**config.mk**
```make
export PLATFORM = sky130hd
export DESIGN_NAME = lp_gpio_port
export DESIGN_NICKNAME = d
export VERILOG_FILES = /design/src/rtl/lp_gpio_pkg.sv /design/src/rtl/lp_gpio_regs.sv /design/src/rtl/lp_gpio_pinctl.sv /design/src/rtl/lp_gpio_sync.sv /design/src/rtl/lp_gpio_port.sv
export SDC_FILE = /design/constraint.sdc
export NUM_CORES = 1
export LEC_CHECK = 0
export ABC_CLOCK_PERIOD_IN_PS = 1400
export BUFFER_PORTS_ARGS = -buffer_cell sky130_fd_sc_hd__buf_2
export CAP_MARGIN = 20
export CORE_MARGIN = 3
export CORE_UTILIZATION = 45
export CTS_BUF_LIST = sky130_fd_sc_hd__clkbuf_4 sky130_fd_sc_hd__clkbuf_8
export DETAILED_ROUTE_END_ITERATION = 7
export PLACE_DENSITY = 0.71
export SYNTH_ARGS = -nofsm -noshare
export SYNTH_HDL_FRONTEND = slang
export SYNTH_SLANG_ARGS = --single-unit
```
**constraint.sdc**
```tcl
create_clock -name clk -period 1.4 [get_ports clk]
set_clock_uncertainty 0.2 [all_clocks]
set_input_delay 0 -clock clk [delete_from_list [all_inputs] [get_ports clk]]
set_output_delay 0 -clock clk [all_outputs]
set_load 0.01 [all_outputs]
```
**src/rtl/lp_gpio_pkg.sv**
```systemverilog
package lp_gpio_pkg;
  typedef enum logic [1:0] {
    PM_RUN   = 2'd0,
    PM_SLEEP = 2'd1,
    PM_STOP  = 2'd2,
    PM_TBT   = 2'd3
  } pwr_mode_e;

  localparam logic [1:0] REG_DATA = 2'd0;
  localparam logic [1:0] REG_DIR  = 2'd1;
  localparam logic [1:0] REG_PU   = 2'd2;
  localparam logic [1:0] REG_IRQ  = 2'd3;

  function automatic logic is_deep(input pwr_mode_e m);
    return (m == PM_STOP) || (m == PM_TBT);
  endfunction
endpackage

```
**src/rtl/lp_gpio_regs.sv**
```systemverilog
module lp_gpio_regs
  import lp_gpio_pkg::*;
#(
  parameter int WIDTH    = 8,
  parameter int IRQ_PINS = 7
) (
  input  logic                clk,
  input  logic                rst,
  input  logic                wr_en,
  input  logic [1:0]          addr,
  input  logic [WIDTH-1:0]    wr_data,
  output logic [WIDTH-1:0]    rd_data,
  output logic [WIDTH-1:0]    data_q,
  output logic [WIDTH-1:0]    dir_q,
  output logic [WIDTH-1:0]    pu_q,
  output logic [IRQ_PINS-1:0] irq_q
);
  localparam int PAD_W = WIDTH - IRQ_PINS;

  // output data: deliberately not reset
  always_ff @(posedge clk) begin
    if (wr_en && addr == REG_DATA) data_q <= wr_data;
  end

  always_ff @(posedge clk) begin
    if (rst) begin
      dir_q <= '0;
      pu_q  <= '0;
      irq_q <= '0;
    end else if (wr_en) begin
      case (addr)
        REG_DIR: dir_q <= wr_data;
        REG_PU:  pu_q  <= wr_data;
        REG_IRQ: irq_q <= wr_data[IRQ_PINS-1:0];
        default: ;
      endcase
    end
  end

  always_comb begin
    case (addr)
      REG_DATA: rd_data = data_q;
      REG_DIR:  rd_data = dir_q;
      REG_PU:   rd_data = pu_q;
      default:  rd_data = {{PAD_W{1'b0}}, irq_q};
    endcase
  end
endmodule

```
**src/rtl/lp_gpio_pinctl.sv**
```systemverilog
module lp_gpio_pinctl #(
  parameter int WIDTH    = 8,
  parameter int IRQ_PINS = 7
) (
  input  logic                clk,
  input  logic                rst,
  input  logic                force_safe,
  input  logic [WIDTH-1:0]    data_q,
  input  logic [WIDTH-1:0]    dir_q,
  input  logic [WIDTH-1:0]    pu_q,
  input  logic [IRQ_PINS-1:0] irq_q,
  output logic [WIDTH-1:0]    pad_oe,
  output logic [WIDTH-1:0]    pad_out,
  output logic [WIDTH-1:0]    pad_pu,
  output logic [WIDTH-1:0]    pad_ie
);
  for (genvar i = 0; i < WIDTH; i++) begin : g_pin
    logic wake_ok;
    if (i < IRQ_PINS) begin : g_irq
      assign wake_ok = irq_q[i];
    end else begin : g_noirq
      assign wake_ok = 1'b0;
    end

    always_ff @(posedge clk) begin
      if (rst) begin
        pad_oe[i]  <= 1'b0;
        pad_out[i] <= 1'b0;
        pad_pu[i]  <= 1'b0;
        pad_ie[i]  <= 1'b1;
      end else if (force_safe) begin
        pad_oe[i]  <= 1'b0;
        pad_out[i] <= data_q[i];
        pad_pu[i]  <= pu_q[i];
        pad_ie[i]  <= ~pu_q[i] & wake_ok;
      end else begin
        pad_oe[i]  <= dir_q[i];
        pad_out[i] <= data_q[i];
        pad_pu[i]  <= pu_q[i] & ~dir_q[i];
        pad_ie[i]  <= 1'b1;
      end
    end
  end
endmodule

```
**src/rtl/lp_gpio_sync.sv**
```systemverilog
module lp_gpio_sync #(
  parameter int WIDTH  = 8,
  parameter int STAGES = 2
) (
  input  logic             clk,
  input  logic             rst,
  input  logic [WIDTH-1:0] d,
  output logic [WIDTH-1:0] q
);
  logic [WIDTH-1:0] chain [STAGES];

  always_ff @(posedge clk) begin
    if (rst) begin
      for (int s = 0; s < STAGES; s++) chain[s] <= '0;
    end else begin
      chain[0] <= d;
      for (int s = 1; s < STAGES; s++) chain[s] <= chain[s-1];
    end
  end

  assign q = chain[STAGES-1];
endmodule

```
**src/rtl/lp_gpio_port.sv**
```systemverilog
module lp_gpio_port
  import lp_gpio_pkg::*;
#(
  parameter int WIDTH       = 8,
  parameter int IRQ_PINS    = 7,
  parameter int SYNC_STAGES = 2
) (
  input  logic                clk,
  input  logic                rst,
  input  logic                wr_en,
  input  logic [1:0]          addr,
  input  logic [WIDTH-1:0]    wr_data,
  output logic [WIDTH-1:0]    rd_data,
  input  logic [1:0]          pwr_mode,
  input  logic                pin_safe,
  input  logic [WIDTH-1:0]    pad_in,
  output logic [WIDTH-1:0]    pad_oe,
  output logic [WIDTH-1:0]    pad_out,
  output logic [WIDTH-1:0]    pad_pu,
  output logic [WIDTH-1:0]    pad_ie,
  output logic [WIDTH-1:0]    pin_val,
  output logic [IRQ_PINS-1:0] irq_in
);
  logic [WIDTH-1:0]    data_q, dir_q, pu_q;
  logic [IRQ_PINS-1:0] irq_q;
  logic                force_safe;
  logic [WIDTH-1:0]    gated_in;

  assign force_safe = pin_safe & is_deep(pwr_mode_e'(pwr_mode));

  lp_gpio_regs #(.WIDTH(WIDTH), .IRQ_PINS(IRQ_PINS)) i_regs (
    .clk(clk), .rst(rst), .wr_en(wr_en), .addr(addr), .wr_data(wr_data),
    .rd_data(rd_data), .data_q(data_q), .dir_q(dir_q), .pu_q(pu_q),
    .irq_q(irq_q)
  );

  lp_gpio_pinctl #(.WIDTH(WIDTH), .IRQ_PINS(IRQ_PINS)) i_pinctl (
    .clk(clk), .rst(rst), .force_safe(force_safe), .data_q(data_q),
    .dir_q(dir_q), .pu_q(pu_q), .irq_q(irq_q), .pad_oe(pad_oe),
    .pad_out(pad_out), .pad_pu(pad_pu), .pad_ie(pad_ie)
  );

  assign gated_in = pad_in & pad_ie;

  lp_gpio_sync #(.WIDTH(WIDTH), .STAGES(SYNC_STAGES)) i_sync (
    .clk(clk), .rst(rst), .d(gated_in), .q(pin_val)
  );

  assign irq_in = pin_val[IRQ_PINS-1:0] & irq_q;
endmodule

```
======== Word level (Yosys, flattened, before mapping) ========
Memory sizes are Yosys's and may differ from the RTL's.
Index checks and enable logic that the tools add are counted.
operators by class
  reductions and logical operators ........ 8
  multiplexer cells ....................... 15
  equal/unequal tests ..................... 5
  bitwise logic cells ..................... 36
operator list
  kind                  number
  $pmux W8 S3           1
  $and A1 B1 Y1         16
  $mux W8               2
  $not A1 Y1            16
  $mux W1               12
  $and A8 B8 Y8         1
  $eq A2 B2 Y1 const B  4
  $and A7 B7 Y7         1
  $reduce_and A2 Y1     3
  $reduce_or A2 Y1      2
  $eq A2 B1 Y1 const B  1
  $logic_not A2 Y1      1
  $or A1 B1 Y1          2
  $logic_and A1 B1 Y1   1
  $logic_or A1 B1 Y1    1
storage, ports and cells
  memories kept ........................... 1
  output and inout bits ................... 55
  register bits after elaboration ......... 63
  RAM bits ................................ 16
memory list
  name          depth  bits a word  rd ports  clocked after memory_dff  write ports  line                source
  i_sync.chain  2      8            2         0                         2            lp_gpio_sync.sv:10  logic [WIDTH-1:0] chain [STAGES];

======== Depth between registers and ports, before layout ========
Gate-level depths: netlist of the first run.
  depth in word-level cells ............... 5
  gate-level depth with buffers ........... 4
  mapped depth without buffers ............ 2

======== Cells and area by module ========
A second synthesis of the first run with hierarchy kept.
unflattened totals
  cells, all modules ...................... 249
  area total of the unflattened synthesis .. 3051.7 sq um
modules (own cells, without submodules)
  module          cells an instance  times used  sequential area each (sq um)  area each (sq um)
  lp_gpio_regs    109                1           700.7                         1447.6
  lp_gpio_pinctl  83                 1           640.6                         979.7
  lp_gpio_sync    41                 1           320.3                         524.3
  lp_gpio_port    16                 1           0.0                           100.1

======== Worst setup path before layout of the first run ========
Ideal clock, no wire load.
  kind .................................... input port to flip-flop
  from .................................... input addr[0]
  to ...................................... register i_regs.data_q[0] (enable)
  stages .................................. 2
  setup slack ............................. -18 ps
  path buffers ............................ 1
  arrival time ............................ 833 ps
  setup time .............................. 385 ps
  cells stage by stage .................... buf_4 nor3b_1
on the way
  cells in the longest elaborated chain, start to end .. 2
RTL lines
  element               line                source
  start, declared       lp_gpio_port.sv:11  input logic [1:0] addr,
  $logic_not A2 Y1      lp_gpio_regs.sv:22  if (wr_en && addr == REG_DATA) data_q <= wr_data;
  $logic_and A1 B1 Y1   lp_gpio_regs.sv:22
  end signal, assigned  lp_gpio_regs.sv:22
  end, declared         lp_gpio_regs.sv:13  output logic [WIDTH-1:0] data_q,
Every way passes these cells.
A chain may end at the register's enable or synchronous reset.

======== Final worst setup path of the first run ========
  from .................................... register i_regs.data_q[0]
  to ...................................... output rd_data[0]
on the way
  cells in the longest elaborated chain, start to end .. 1
RTL lines
  element        line                source
  $pmux W8 S3    lp_gpio_regs.sv:41  case (addr)
  end, declared  lp_gpio_port.sv:13  output logic [WIDTH-1:0] rd_data,
Every way passes these cells.

==> results.cfg, run 1 <==
[sta]
fmax_mhz = 644.4
worst_slack_ns = -0.1519
hold_ws_ns = 0.04140
hold_violations = 0
grt_setup_unrepaired = true
period_minus_slack_ns = 1.552
worst_pin_slew_ns = 0.4895
max_slew_margin = 0.6737
finalCritPeriodShare = 1.109
setup_viol = 7
drv_slew = 0

[drt]
wl_um = 6174
wl_per_cell_um = 14.67
drt_iter0_drc = 65
dr.pass1.iters = 5
ant_nets = 0
viasPerCell = 4.696
drc_errors = 0
num_vias = 1977

[synthesis]
synth_top_area_share = 0.5020
yosysTopAreaCell = dfxtp_1
synthTopCellsByArea = dfxtp_1, mux2i_1, edfxtp_1
synth_area_um2 = 2831
synth_warnings = 0
synth_nets = 265
ys_ff_latch = 79
syn_inst = 241
yosysSeqAreaShare = 0.5868
ys_types = 22
synth_area_per_cell_um2 = 11.75

[die]
initial_core_util = 0.4726
row_count = 28
core-area_um2 = 5991
io_pins = 79
die_y_um = 85.33
die_x_um = 85.33
die_area_um2 = 7280

[setup_path]
reg2reg_depth = 3
crit_type = flop to primary output
arrival_ns = 1.35
worst_r2r_endpoint = i_sync.chain[0][2]
start_kind = flop
crit_chain = mux4_2 -> buf_6
reg2reg_from = i_pinctl.pad_ie[2]
crit_required_ns = 1.20
critPathSlowestCell = mux4_2
rrSetupSlack_ns = 0.13
worstSetupEndpointType = primary output
crit_fanout = 2
cpPeakStageDelay_ns = 0.48

[grt]
grt-ovfl-total = 0
grt_pass1_wl_um = 10060
grt_pass1_vias = 1997
grt_max_degree = 38
grt_use_total = 0.1792
antenna_found_initial = 0

[finish]
syn2layout_area_growth_pct = 31.20
filler_cell_count = 490
final_common_cell = buf_2
layout_common_cells = buf_2, dfxtp_1, nand2b_1
nets = 365
diodes = 0
drive_gt1_frac = 0.3121

[pwr]
power_density_nw_per_um2 = 1187
finalPower_mw = 4.411
ir_drop_uv = 609.0
p_leak_nw = 1.702

[clocking]
cts_tree = built
clockBufferDepth = 2
clkTransAtPathRegs_ns = 0.07
clk_latency_ns = 0.34
cts_root_buffer = clkbuf_8
numCtsBuffers = 9
ctsHtreeMaxLevel = 3
cts.sinks = 79

[outcome]
status = finished with violations
violations = setup timing

[worst_hold_path]
hold_class = primary input to flop
hp-start = addr[0]
worstHoldEndpoint = i_regs.irq_q[2]
whs_path_depth = 3

[placed_design]
gp_congestion = 0.8227
dp_worst_setup_slack_ns = 0.08633
port_buffers = 77
hpwl_um = 4043

[flow_run]
drv_cap = 0
repair_timing:
action | CTS | global route
gates resized for setup | 5 | 4
buffers inserted | 1 | 0
hold endpoints to repair | 62 | 0
endpoints found under the setup margin | 8 | 8
hold buffers | 26 | 0
flip-flops by register name (all words and copies together), names as in the netlist:
register,flops
i_regs.irq_q,7
i_pinctl.pad_oe,8
i_pinctl.pad_out,8
i_regs.pu_q,8
i_regs.data_q,8
i_pinctl.pad_ie,8
i_sync.chain,16
i_pinctl.pad_pu,8
i_regs.dir_q,8
power breakdown:
part           switching [mW]  leakage [nW]  internal, mW  total, mW
combinational           0.187         0.946         0.219      0.406
clock                   0.748         0.102         0.844       1.59
sequential             0.0435         0.654          2.37       2.41
total                   0.978          1.70          3.43       4.41
per-stage QoR:
step           instance area [µm²]  std cells  TNS (ns)  utilization
2_1_floorplan                 2836        241         0            -
3_3_place_gp                  3234        378         0       0.5399
3_5_place_dp                  3234        378         0       0.5399
4_1_cts                       3696        421    -1.040       0.6170
5_1_grt                       3715        421    -1.312       0.6201
6_report                      3715        421   -0.9634       0.6201
layout make-up:
cell class	count	area, µm²	area share
Clock buffer	16	188.9	0.05086
Inverter	8	30.03	0.008084
Multi-Input combinational cell	134	1006	0.2708
Sequential cell	79	1662	0.4473
Tap cell	75	93.84	0.02526
Timing Repair Buffer	109	734.5	0.1977
logic make-up after synthesis:
logic type / Yosys count / share of synthesized area
AND/OR/NAND/NOR: 86 / 0.1829
flip-flops: 79 / 0.5868
multiplexers: 31 / 0.1432
buffers and inverters: 28 / 0.05700
AO/OA/AOI/OAI: 17 / 0.03005
worst max-delay path: cells and delay by family (launching register included):
kind,cells,cell delay (ns)
buffers and inverters,1,0.14
multiplexers,1,0.48
flip-flops,1,0.39
synthesized netlist by cell type:
cell type	number
nand3b_1	2
mux2i_1	24
mux4_2	5
nand3b_4	1
mux4_1	2
and2_1	15
and3_1	1
buf_6	2
nand2b_1	31
clkbuf_1	5
nand2_1	9
and3b_1	2
o21ai_0	8
nor2_1	8
buf_2	3
buf_4	10
nor3b_1	1
inv_1	8
nor2b_1	16
edfxtp_1	8
dfxtp_1	71
a21oi_1	9
how the worst max path moves through the flow:
stage	startpoint	endpoint	slack, ns	cells after the start
floorplan	addr[0]	i_regs.data_q[0]	0.27	2
global placement	addr[1]	rd_data[1]	0.09	3
global route	i_regs.data_q[1]	rd_data[1]	-0.20	2
finish	i_regs.data_q[0]	rd_data[0]	-0.15	2
detailed placement	addr[1]	rd_data[1]	0.09	3
CTS	i_regs.data_q[1]	rd_data[1]	-0.16	2
per-layer routing:
layer | up-vias | wire (µm) | GRT usage
met5 | - | 0 | 0
met4 | 0 | 104 | 0.09065
met3 | 7 | 303 | 0.03010
met2 | 51 | 2807 | 0.2740
met1 | 937 | 2958 | 0.2445
li1 | 982 | - | -
Power figures use the tool's default switching activity.
==> run 2, diff against run 1 <==
--- a/config.mk
+++ b/config.mk
@@ -5,14 +5,14 @@
 export SDC_FILE = /design/constraint.sdc
 export NUM_CORES = 1
 export LEC_CHECK = 0
-export ABC_CLOCK_PERIOD_IN_PS = 1400
+export ABC_CLOCK_PERIOD_IN_PS = 1650
 export BUFFER_PORTS_ARGS = -buffer_cell sky130_fd_sc_hd__buf_2
 export CAP_MARGIN = 20
 export CORE_MARGIN = 3
 export CORE_UTILIZATION = 45
 export CTS_BUF_LIST = sky130_fd_sc_hd__clkbuf_4 sky130_fd_sc_hd__clkbuf_8
 export DETAILED_ROUTE_END_ITERATION = 7
-export PLACE_DENSITY = 0.71
+export PLACE_DENSITY = 0.68
 export SYNTH_ARGS = -nofsm -noshare
 export SYNTH_HDL_FRONTEND = slang
 export SYNTH_SLANG_ARGS = --single-unit
==> constraint.sdc (replaced) <==
create_clock -name clk -period 1.65 [get_ports clk]
set_clock_uncertainty 0.2 [all_clocks]
set_input_delay 0 -clock clk [delete_from_list [all_inputs] [get_ports clk]]
set_output_delay 0 -clock clk [all_outputs]
set_load 0.01 [all_outputs]
==> run 2 against run 1 <==
Against the previous run:
- the run now ends clean
- register-to-register slack improved by 0.14 ns
- global-route usage fell by 0.84 points
- via count fell by 5.2%
- core utilization fell by 0.71 points
- sequential power fell by 15%
- routed wire length fell by 6.1%
- largest power group unchanged
==> results.cfg, run 2 (synthesis gave the netlist of run 1 again) <==
[sta]
finalCritPeriodShare = 0.9628
setup_viol = 0
fin_tns_setup_ns = 0
period_minus_slack_ns = 1.589
hold_violations = 0
fmax_mhz = 629.5
drv_slew = 0
max_slew_margin = 0.6947
grt_setup_unrepaired = false
worst_pin_slew_ns = 0.4580

[setup_path]
cpPeakStageDelay_ns = 0.51
crit_required_ns = 1.45
critPathSlowestCell = mux4_1
crit_chain = mux4_1 -> buf_2
arrival_ns = 1.39
worstSetupEndpointType = primary output
crit_fanout = 2
crit_type = flop to primary output
start_kind = flop

[pwr]
p_leak_nw = 1.697
ir_drop_uv = 630.7
power_density_nw_per_um2 = 1101

[clocking]
cts_tree = built
clkTransAtPathRegs_ns = 0.08
ctsHtreeMaxLevel = 3
clockBufferDepth = 2
cts_resized = 0
clk_latency_ns = 0.34
cts.sinks = 79
cts_root_buffer = clkbuf_8
numCtsBuffers = 9

[finish]
syn2layout_area_growth_pct = 29.70
nets = 359
final_cells = 415
drive_gt1_frac = 0.3000
filler_cell_count = 497
diodes = 0
largest_reg_flops = 16
regMostFlops = i_sync.chain
final_common_cell = buf_2
layout_common_cells = buf_2, dfxtp_1, nand2b_1

[drt]
viasPerCell = 4.518
drc_errors = 0
num_vias = 1875
dr.pass1.iters = 4
ant_nets = 0
wl_per_cell_um = 13.96
wl_um = 5795
drt_iter0_drc = 57

[grt]
grt_use_total = 0.1707
antenna_found_initial = 0
grt_max_degree = 43
grtUsageMet3 = 0.02816
grt_pass1_vias = 1844
grt_pass1_wl_um = 9425
grtUsageMet1 = 0.2363
grt-ovfl-total = 0
grt_use_met2 = 0.2514
top_usage_layer = met2

[die]
die_y_um = 85.33
die_x_um = 85.33
die_area_um2 = 7280
core-area_um2 = 5991
initial_core_util = 0.4726
row_count = 28
io_pins = 79

[worst_hold_path]
hold_class = primary input to flop

[placed_design]
port_buffers = 77
hpwl_um = 3967
gp_congestion = 0.7746
place_inst = 376

[flow_run]
drv_cap = 0

[outcome]
status = finished, final reports clean
-- run 2: changes by cell type in the layout (fill, tap and decap cells not counted), moves of 2 or more --
| cell | change |
|---|---|
| buf_6 | -5 |
| clkinv_2 | +2 |
| bufinv_16 | +3 |
| clkbuf_8 | -2 |
| clkbuf_4 | -4 |
| dlygate4sd3_1 | -3 |
| buf_2 | +5 |
| mux4_2 | -2 |
| buf_4 | -2 |
| mux4_1 | +2 |
-- run 2: repair_timing --
action / 4_1_cts / 5_1_grt
buffers inserted: 0 / 0
hold buffers: 23 / 0
endpoints found under the hold margin: 64 / 0
-- run 2: layout make-up --
type / count / area (µm²) / share of cell area
flip-flops and latches: 79 / 1662 / 0.4525
inverters: 8 / 30.03 / 0.008177
clock buffers: 10 / 131.4 / 0.03578
well taps: 75 / 93.84 / 0.02555
multi-input cells: 134 / 1008 / 0.2746
clock inverters: 6 / 108.9 / 0.02964
repair buffers: 103 / 638.1 / 0.1738
-- run 2: metal layers --
layer  wire (µm)  vias up
met5           0        -
met4         106        0
met3         242        7
met2        2647       46
met1        2799      844
li1            -      978
-- run 2: worst max-delay path, delay by kind of cell (launching register included) --
kind	cells	cell delay, ns
flops	1	0.38
buf+inv	1	0.16
mux	1	0.51
-- run 2: report_power, final --
part	internal, mW	switching [mW]
clock network	1.02	0.666
registers	2.01	0.0357
logic	0.164	0.148
-- run 2: through the flow --
step | area [µm²] | setup WS [ns] | util | hold WS (ns) | total power [mW]
final | 3672 | 0.06132 | 0.6130 | 0.02479 | 4.043
after global routing | 3672 | 0.004633 | 0.6130 | 0.02802 | 4.208
after CTS | 3672 | 0.03009 | 0.6130 | 0.00007633 | 4.089
after floorplan | 2831 | 0.2316 | - | -0.1011 | 2.260
after detailed placement | 3202 | 0.2758 | 0.5345 | 0.0007780 | 2.364
after global placement | 3202 | 0.2952 | 0.5345 | -0.002304 | 2.360
-- run 2: final timing paths --
kind	startpoint	to	slack, ns	depth (start not counted)
min reg2reg	i_pinctl.pad_ie[4]	i_sync.chain[0][4]	0.23	2
max reg2reg	i_regs.dir_q[7]	i_regs.dir_q[7]	0.27	3
max	i_regs.data_q[1]	rd_data[1]	0.06	2
min	addr[0]	i_regs.dir_q[2]	0.02	3
==> run 3, diff against run 2 <==
--- a/config.mk
+++ b/config.mk
@@ -13,6 +13,8 @@
 export CTS_BUF_LIST = sky130_fd_sc_hd__clkbuf_4 sky130_fd_sc_hd__clkbuf_8
 export DETAILED_ROUTE_END_ITERATION = 7
 export PLACE_DENSITY = 0.68
+export RECOVER_POWER = 25
+export SLEW_MARGIN = 20
 export SYNTH_ARGS = -nofsm -noshare
 export SYNTH_HDL_FRONTEND = slang
 export SYNTH_SLANG_ARGS = --single-unit
==> run 3 against run 2 <==
Against the previous run:
- routed wire length is 0.55% higher
- setup slack worse by 0.00062 ns
- non-clock buffer count stayed put
- critical endpoint unchanged
- cell area is 1.1% lower
- sequential share of layout area is 0.50 points higher
- register-to-register slack hardly changed
==> results.cfg, run 3 (synthesis gave the netlist of run 1 again) <==
[setup_path]
crit_chain = mux4_1 -> buf_2
critPathLaunch = i_regs.data_q[1]
start_kind = flop
crit_type = flop to primary output
crit_buf_inv = 1
arrival_ns = 1.39
cp_top_family = multiplexers
rrSetupSlack_ns = 0.27
worstSetupEndpointType = primary output
crit_fanout = 2
reg2reg_from = i_regs.dir_q[7]
reg2reg_depth = 3
critPathSlowestCell = mux4_1
worst_r2r_endpoint = i_regs.dir_q[7]
crit_required_ns = 1.45
cpPeakStageDelay_ns = 0.51

[finish]
filler_cell_count = 511
nets = 359
drive_gt1_frac = 0.2059
syn2layout_area_growth_pct = 28.28
diodes = 0
largest_reg_flops = 16
seq_area_um2 = 1662
regMostFlops = i_sync.chain
post-route-util = 0.6063
final_common_cell = dfxtp_1
multiInputGateArea_um2 = 1008
layout_common_cells = dfxtp_1, buf_2, clkbuf_1

[drt]
wl_per_cell_um = 14.04
viasPerCell = 4.496
ant_nets = 0
drc_errors = 0
num_vias = 1866
dr.pass1.iters = 4
wl_um = 5827
drt_iter0_drc = 54

[die]
die_area_um2 = 7280
core-area_um2 = 5991
die_y_um = 85.33
die_x_um = 85.33
initial_core_util = 0.4726
row_count = 28
io_pins = 79

[sta]
finalCritPeriodShare = 0.9632
fmax_mhz = 629.2
worst_pin_slew_ns = 0.4626
drv_slew = 0
period_minus_slack_ns = 1.589
hold_violations = 0
grt_setup_unrepaired = false
setup_viol = 0
fin_tns_setup_ns = 0
max_slew_margin = 0.6916

[pwr]
power_density_nw_per_um2 = 1112
p_leak_nw = 1.579
ir_drop_uv = 630.2

[worst_hold_path]
hold_class = primary input to flop
worstHoldEndpoint = i_regs.dir_q[2]
hp-start = addr[0]
whs_path_depth = 3

[grt]
grt_pass1_vias = 1844
antenna_found_initial = 0
grt-ovfl-total = 0
grt_use_total = 0.1707
grt_max_degree = 43
grt_pass1_wl_um = 9425

[placed_design]
gp_congestion = 0.7746
port_buffers = 77
hpwl_um = 3967

[clocking]
ctsHtreeMaxLevel = 3
cts_root_buffer = clkbuf_8
cts_tree = built
clk_latency_ns = 0.34
clkTransAtPathRegs_ns = 0.08
cts.sinks = 79
numCtsBuffers = 9
clockBufferDepth = 2

[flow_run]
drv_cap = 0

[outcome]
status = finished, final reports clean
## run 3: cell types whose count changed in the layout (fill, tap and decap cells not counted), sizes merged
cell    previous run  this run
buf               80        47
clkbuf            10        43
## run 3: what timing repair did
item                                    in CTS  in global routing
hold endpoints to repair                    64                  0
buffers inserted                             0                  0
gates resized for setup                      0                  0
hold buffers                                23                  0
endpoints found under the setup margin       0                  0
## run 3: layer usage
metal,part of all wire,vias up,global-route usage
met5,0,-,0
li1,-,978,-
met1,0.48,837,0.2363
met4,0.018,0,0.09928
met2,0.46,44,0.2514
met3,0.043,7,0.02816
## run 3: final cells by class
| cell class | instances | area share |
|---|---|---|
| Clock buffer | 10 | 0.03617 |
| Clock inverter | 6 | 0.02997 |
| Inverter | 8 | 0.008267 |
| Multi-Input combinational cell | 134 | 0.2776 |
| Sequential cell | 79 | 0.4575 |
| Tap cell | 75 | 0.02584 |
| Timing Repair Buffer | 103 | 0.1647 |
## run 3: worst max path at each step
stage,to,depth (start not counted)
2_1_floorplan,i_regs.data_q[0],2
3_3_place_gp,i_regs.irq_q[4],3
3_5_place_dp,i_regs.irq_q[4],3
4_1_cts,rd_data[1],2
5_1_grt,i_pinctl.pad_pu[7],5
6_report,rd_data[1],2
## run 3: worst register-to-register path, stage by stage, from the launching register on
cell and delay [ns]:
dfxtp_1 0.38, nand2b_1 0.08, mux2i_1 0.12, dlygate4sd3_1 0.55
## run 3: power by group
group | switching (mW) | internal, mW | total (mW) | leakage [nW]
clock network | 0.666 | 1.02 | 1.69 | 0.124
registers | 0.0364 | 2.01 | 2.05 | 0.654
logic | 0.149 | 0.156 | 0.306 | 0.801
total | 0.852 | 3.19 | 4.04 | 1.58
## run 3: per-stage QoR
stage | power, mW | std cells | hold slack (ns) | cell area (µm²) | setup slack [ns]
after floorplan | 2.260 | 241 | -0.1011 | 2831 | 0.2316
after global placement | 2.360 | 376 | -0.002304 | 3202 | 0.2952
after detailed placement | 2.364 | 376 | 0.0007780 | 3202 | 0.2758
after CTS | 4.089 | 415 | 0.00007633 | 3672 | 0.03009
after global routing | 4.202 | 415 | 0.02802 | 3632 | 0.004633
final | 4.037 | 415 | 0.02839 | 3632 | 0.06071
